[src/rtl/sat_acc_pkg.sv]
package sat_acc_pkg;
  typedef enum logic [3:0] {
    OP_NOP  = 4'd0,
    OP_ADD  = 4'd1,
    OP_SUB  = 4'd2,
    OP_ADDC = 4'd3,
    OP_SUBB = 4'd4,
    OP_AND  = 4'd5,
    OP_OR   = 4'd6,
    OP_XOR  = 4'd7,
    OP_SFL  = 4'd8,
    OP_SFR  = 4'd9,
    OP_ROL  = 4'd10,
    OP_ROR  = 4'd11
  } acc_op_e;

  localparam int OP_W = 4;
endpackage

[src/rtl/sat_acc_addsub.sv]
module sat_acc_addsub
  import sat_acc_pkg::*;
#(
  parameter int W = 32
) (
  input  logic [W-1:0] acc_i,
  input  logic [W-1:0] opnd_i,
  input  acc_op_e      op_i,
  input  logic         carry_i,
  input  logic         shift16_i,
  input  logic         ovm_i,
  output logic [W-1:0] res_o,
  output logic         carry_o,
  output logic         ovf_o
);
  localparam logic [W-1:0] POS_MAX = {1'b0, {(W-1){1'b1}}};
  localparam logic [W-1:0] NEG_MIN = {1'b1, {(W-1){1'b0}}};

  logic         is_sub;
  logic         use_c;
  logic         cin;
  logic [W-1:0] b_eff;
  logic [W:0]   full;
  logic [W-1:0] raw;
  logic         cout;

  always_comb begin
    is_sub = (op_i == OP_SUB) || (op_i == OP_SUBB);
    use_c  = (op_i == OP_ADDC) || (op_i == OP_SUBB);
    cin    = use_c ? carry_i : is_sub;
    b_eff  = is_sub ? ~opnd_i : opnd_i;
    full   = {1'b0, acc_i} + {1'b0, b_eff} + {{W{1'b0}}, cin};
    raw    = full[W-1:0];
    cout   = full[W];
    // two's-complement overflow: like-signed inputs, result sign flipped
    ovf_o  = (acc_i[W-1] == b_eff[W-1]) && (raw[W-1] != acc_i[W-1]);
    if (ovf_o && ovm_i)
      res_o = acc_i[W-1] ? NEG_MIN : POS_MAX;
    else
      res_o = raw;
    // cout is "carry" for add and "no borrow" for subtract
    if (shift16_i && op_i == OP_ADD)
      carry_o = carry_i | cout;
    else if (shift16_i && op_i == OP_SUB)
      carry_o = carry_i & cout;
    else
      carry_o = cout;
  end
endmodule

[src/rtl/sat_acc_shift.sv]
module sat_acc_shift
  import sat_acc_pkg::*;
#(
  parameter int W = 32
) (
  input  logic [W-1:0] acc_i,
  input  logic         carry_i,
  input  acc_op_e      op_i,
  input  logic         sxm_i,
  output logic [W-1:0] res_o,
  output logic         carry_o
);
  always_comb begin
    res_o   = acc_i;
    carry_o = carry_i;
    unique case (op_i)
      OP_SFL: begin
        res_o   = {acc_i[W-2:0], 1'b0};
        carry_o = acc_i[W-1];
      end
      OP_SFR: begin
        res_o   = {sxm_i & acc_i[W-1], acc_i[W-1:1]};
        carry_o = acc_i[0];
      end
      OP_ROL: begin
        res_o   = {acc_i[W-2:0], carry_i};
        carry_o = acc_i[W-1];
      end
      OP_ROR: begin
        res_o   = {carry_i, acc_i[W-1:1]};
        carry_o = acc_i[0];
      end
      default: ;
    endcase
  end
endmodule

[src/rtl/sat_acc_logic.sv]
module sat_acc_logic
  import sat_acc_pkg::*;
#(
  parameter int W = 32
) (
  input  logic [W-1:0] acc_i,
  input  logic [W-1:0] opnd_i,
  input  acc_op_e      op_i,
  output logic [W-1:0] res_o
);
  always_comb begin
    unique case (op_i)
      OP_AND:  res_o = acc_i & opnd_i;
      OP_OR:   res_o = acc_i | opnd_i;
      OP_XOR:  res_o = acc_i ^ opnd_i;
      default: res_o = acc_i;
    endcase
  end
endmodule

[src/rtl/sat_acc_unit.sv]
module sat_acc_unit
  import sat_acc_pkg::*;
#(
  parameter int W      = 32,
  parameter int SYNC_N = 2
) (
  input  logic             clk,
  input  logic             rst_n,
  input  logic             en,
  input  logic [OP_W-1:0]  op,
  input  logic [W-1:0]     operand,
  input  logic             shift16,
  input  logic             ovm,
  input  logic             sxm,
  input  logic             ov_clr,
  output logic [W-1:0]     acc,
  output logic             carry,
  output logic             ov_flag,
  output logic             eq
);
  // reset: asserted asynchronously, released through a synchronizer
  logic [SYNC_N-1:0] rst_pipe;
  logic              rst_q_n;

  always_ff @(posedge clk or negedge rst_n) begin
    if (!rst_n) rst_pipe <= '0;
    else        rst_pipe <= {rst_pipe[SYNC_N-2:0], 1'b1};
  end
  assign rst_q_n = rst_pipe[SYNC_N-1];

  acc_op_e      op_e;
  logic [W-1:0] as_res, sh_res, lg_res;
  logic         as_carry, sh_carry, as_ovf;
  logic [W-1:0] acc_d;
  logic         carry_d, ov_d;
  logic         acc_q_en;

  assign op_e = acc_op_e'(op);

  sat_acc_addsub #(.W(W)) u_addsub (
    .acc_i(acc), .opnd_i(operand), .op_i(op_e), .carry_i(carry),
    .shift16_i(shift16), .ovm_i(ovm),
    .res_o(as_res), .carry_o(as_carry), .ovf_o(as_ovf)
  );

  sat_acc_shift #(.W(W)) u_shift (
    .acc_i(acc), .carry_i(carry), .op_i(op_e), .sxm_i(sxm),
    .res_o(sh_res), .carry_o(sh_carry)
  );

  sat_acc_logic #(.W(W)) u_logic (
    .acc_i(acc), .opnd_i(operand), .op_i(op_e), .res_o(lg_res)
  );

  // next-state selection
  always_comb begin
    acc_d    = acc;
    carry_d  = carry;
    ov_d     = ov_flag & ~ov_clr;
    acc_q_en = en;
    unique case (op_e)
      OP_ADD, OP_SUB, OP_ADDC, OP_SUBB: begin
        acc_d   = as_res;
        carry_d = as_carry;
        ov_d    = (ov_flag & ~ov_clr) | (en & as_ovf);
      end
      OP_AND, OP_OR, OP_XOR: acc_d = lg_res;
      OP_SFL, OP_SFR, OP_ROL, OP_ROR: begin
        acc_d   = sh_res;
        carry_d = sh_carry;
      end
      default: acc_q_en = 1'b0;
    endcase
  end

  // state registers
  always_ff @(posedge clk or negedge rst_q_n) begin
    if (!rst_q_n) begin
      acc   <= '0;
      carry <= 1'b1;
    end else if (acc_q_en) begin
      acc   <= acc_d;
      carry <= carry_d;
    end
  end

  always_ff @(posedge clk or negedge rst_q_n) begin
    if (!rst_q_n) ov_flag <= 1'b0;
    else          ov_flag <= ov_d;
  end

  assign eq = (acc == '0);
endmodule

[config.mk]
export PLATFORM = sky130hd
export DESIGN_NAME = sat_acc_unit
export DESIGN_NICKNAME = d
export VERILOG_FILES = /design/src/rtl/sat_acc_pkg.sv /design/src/rtl/sat_acc_addsub.sv /design/src/rtl/sat_acc_shift.sv /design/src/rtl/sat_acc_logic.sv /design/src/rtl/sat_acc_unit.sv
export SDC_FILE = /design/constraint.sdc
export NUM_CORES = 1
export LEC_CHECK = 0
export ABC_AREA = 1
export BUFFER_PORTS_ARGS = -buffer_cell sky130_fd_sc_hd__buf_2
export CAP_MARGIN = 20
export CORE_ASPECT_RATIO = 1.2
export CORE_MARGIN = 2
export CORE_UTILIZATION = 45
export DETAILED_ROUTE_END_ITERATION = 10
export PLACE_DENSITY_LB_ADDON = 0.08
export SLEW_MARGIN = 20
export SYNTH_ARGS = -nofsm -noshare
export SYNTH_HDL_FRONTEND = slang
export SYNTH_SLANG_ARGS = --single-unit
[constraint.sdc]
create_clock -name clk -period 1.45 [get_ports clk]
set_input_delay 0.145 -clock clk [delete_from_list [all_inputs] [get_ports clk]]
set_output_delay 0.145 -clock clk [all_outputs]
set_load 0.005 [all_outputs]
==> reports/summary.txt <==
status: finished with violations
failing checks: negative setup slack
fmax: 369 MHz
Top-Level Pins: 78
H-tree depth: 2
RSZ-0062 raised after global routing: yes
vias in the first global route: 8,430
die span in y: 138 um
post-synthesis cell count: 1,052
post-synth cell types: 50
CP endpoint kind: flip-flop
Worst setup SP type: flip-flop
gpl congestion: 0.968
MaxCap Viol Count: 0
largest net degree at the start of global routing: 44
post-route cell area: 10,500 um^2
Leak: 5.68 nW
Num CTS Buffers: 5
Tot GR Track Use: 34.3%
Seq/Total Area, Yosys: 13.5%
Die Wd: 115 um
dpl cell area: 9350 um^2
fin. max-slew vios: 0
core area: 14,500 um^2
VDD IR-drop max: 0.00120 V
area taken by multi-input logic gates: 5440 um^2
Final Util: 72.3%
# setup viols final: 35
syn avg cell area: 6.35 um^2
critical path type: reg -> reg
Syn Std Cell Area: 6680 um^2
maximum fanout along the worst path: 4
Worst EP arrival: 2.92 ns
register area: 902 um^2
Tcrit/Tclk final: 187%
post-layout instance count excluding filler cells: 1,618
share of cells above drive strength 1: 37.8%
Antenna diodes: 0
WHS: 0.0159 ns
Port-buffer cells: 77
initial antenna violation count: 1
post-synthesis register bit count: 36
total congestion overflow: 0
Routed Antenna Nets: 0
Detail Placement HPWL: 19,400 um
first-pass GRT wire length: 42,300 um
area delta synth->final: 56.6%
Power Dens Cells: 1830 nW/um^2
Initial Util: 46.2%
Cells after DPL: 1,560
FILL cells: 1,204
DRC violations left: 0
Via density: 5.35
CTS tree: yes
synthesis warning total: 0
WP data required: 1.66 ns
Clock transition at path regs: 0.06 ns
Final Hold Fails: 0
setup ws final: -1.26 ns
worst hold-check path type: in -> reg
DR iter-0 viols: 541
drt total wl: 27,100 um
Worst-Skew Late Latency: 0.29 ns
via count: 8,660
commonest non-fill, non-tap cell in the layout: buf_4
Die Area: 15,800 um^2
fin crit period: 2.71 ns
clk buf depth: 2
drt pass-1 iters: 5
Routed WL per cell: 16.7 um
Final Skew: 0.00285 ns
Final nets: 1,557
num rows: 48
most frequent cells in the layout: buf_4 (292), nand2_1 (189), inv_1 (130), ha_1 (95), a21oi_1 (88)
CTS sink cnt: 36
Clock Tree Root: clkbuf_16
Net Count, Synth: 1,192
-- worst max-delay path: stages (launching register included) --
cell and delay [ns]:
dfstp_2 0.55, inv_2 0.04, nand2_2 0.07, o21ai_4 0.06, fa_2 0.39, fa_2 0.38, o21ai_4 0.18, buf_4 0.15
a21oi_4 0.06, or2_1 0.26, nand3_1 0.10, nand2_1 0.07, nand2_1 0.09, nand3_1 0.07, a22oi_1 0.14
-- kinds of logic after synthesis --
logic type | count (synthesis) | synth area share [%]
adder cells (fa/ha/maj) | 97 | 18.4
buffers and inverters | 189 | 11.5
flip-flops | 36 | 13.5
XOR/XNOR | 47 | 6.16
other | 1 | 0.0561
AND/OR/NAND/NOR | 419 | 28.1
AO/OA/AOI/OAI | 263 | 22.2
-- cells in the mapped netlist (all sizes together) --
cell	number	area share [%]
nor2	95	6.4
nand2	243	15
nand3b	2	0.22
or2	5	0.47
o21a	2	0.22
buf	21	1.9
o21bai	9	1.0
a22oi	1	0.11
inv	148	8.5
xnor2	2	0.26
a21oi	98	7.5
dfstp	1	0.39
conb	1	0.056
dfrtp	35	13
a31oi	16	1.5
nand4	11	1.5
fa	2	0.60
clkbuf	20	1.1
nor4	9	0.84
a21o	1	0.11
nor3	12	0.97
ha	95	18
o311ai	1	0.13
o211ai	15	1.7
a221oi	1	0.13
o21ai	105	8.2
o221ai	8	1.0
and3	1	0.094
o22ai	6	0.56
xor2	45	5.9
nand3	41	3.1
-- timing repair --
action                     in CTS  in global routing
setup endpoints to repair      35                 35
gates resized for setup        77                 43
hold buffers                    1                  0
cloned                          6                  0
pin swaps                      30                 20
hold endpoints to repair        2                  0
buffers inserted               35                 11
-- per-layer routing --
metal / wire length (um) / GRT usage, %
met5: 13 / 0
met3: 1590 / 4.62
met1: 11100 / 41.6
met2: 13300 / 60.5
met4: 1120 / 14.9
-- report_power, final --
group / internal (W) / total [W] / leakage, nW / switching, W
clock network: 0.000688 / 0.00119 / 0.0701 / 0.000505
registers: 0.00147 / 0.00182 / 0.428 / 0.000343
logic: 0.00787 / 0.0161 / 5.18 / 0.00826
total: 0.0100 / 0.0191 / 5.68 / 0.00911
-- cell type report --
type | count | area share, %
Multi-Input combinational cell | 828 | 51.9
Inverter | 148 | 5.60
Clock inverter | 1 | 0.0717
Sequential cell | 36 | 8.62
Clock buffer | 7 | 1.36
Timing Repair Buffer | 398 | 30.0
Tap cell | 200 | 2.39
-- path summary, 6_finish.rpt --
kind | to | cells past startpoint | from | slack, ns
setup / recovery | carry$_DFFE_PN1P_ | 14 | carry$_DFFE_PN1P_ | -1.26
hold reg to reg | acc[7]$_DFFE_PN0P_ | 1 | rst_pipe[1]$_DFF_PN0_ | 0.25
setup reg to reg | carry$_DFFE_PN1P_ | 14 | carry$_DFFE_PN1P_ | -1.26
max in group asynchronous | carry$_DFFE_PN1P_ | 1 | rst_pipe[1]$_DFF_PN0_ | 0.93
hold / removal | ov_flag$_DFF_PN0_ | 2 | ov_clr | 0.02
min in group asynchronous | rst_pipe[1]$_DFF_PN0_ | 2 | rst_n | 0.15
-- state kept, by name (all words and copies together) (netlist names), named ones only --
signal and cells:
carry 1, ov_flag 1, rst_pipe 2, acc 31
-- through the flow --
step	setup slack (ns)	TNS (ns)	total power [W]
2_1_floorplan	-1.16	-37.13	0.00889
3_3_place_gp	-1.57	-48.05	0.0153
3_5_place_dp	-1.56	-49.19	0.0154
4_1_cts	-1.19	-38.42	0.0182
5_1_grt	-1.38	-44.71	0.0207
6_report	-1.26	-39.45	0.0191
(Power assumes the default switching activity.)
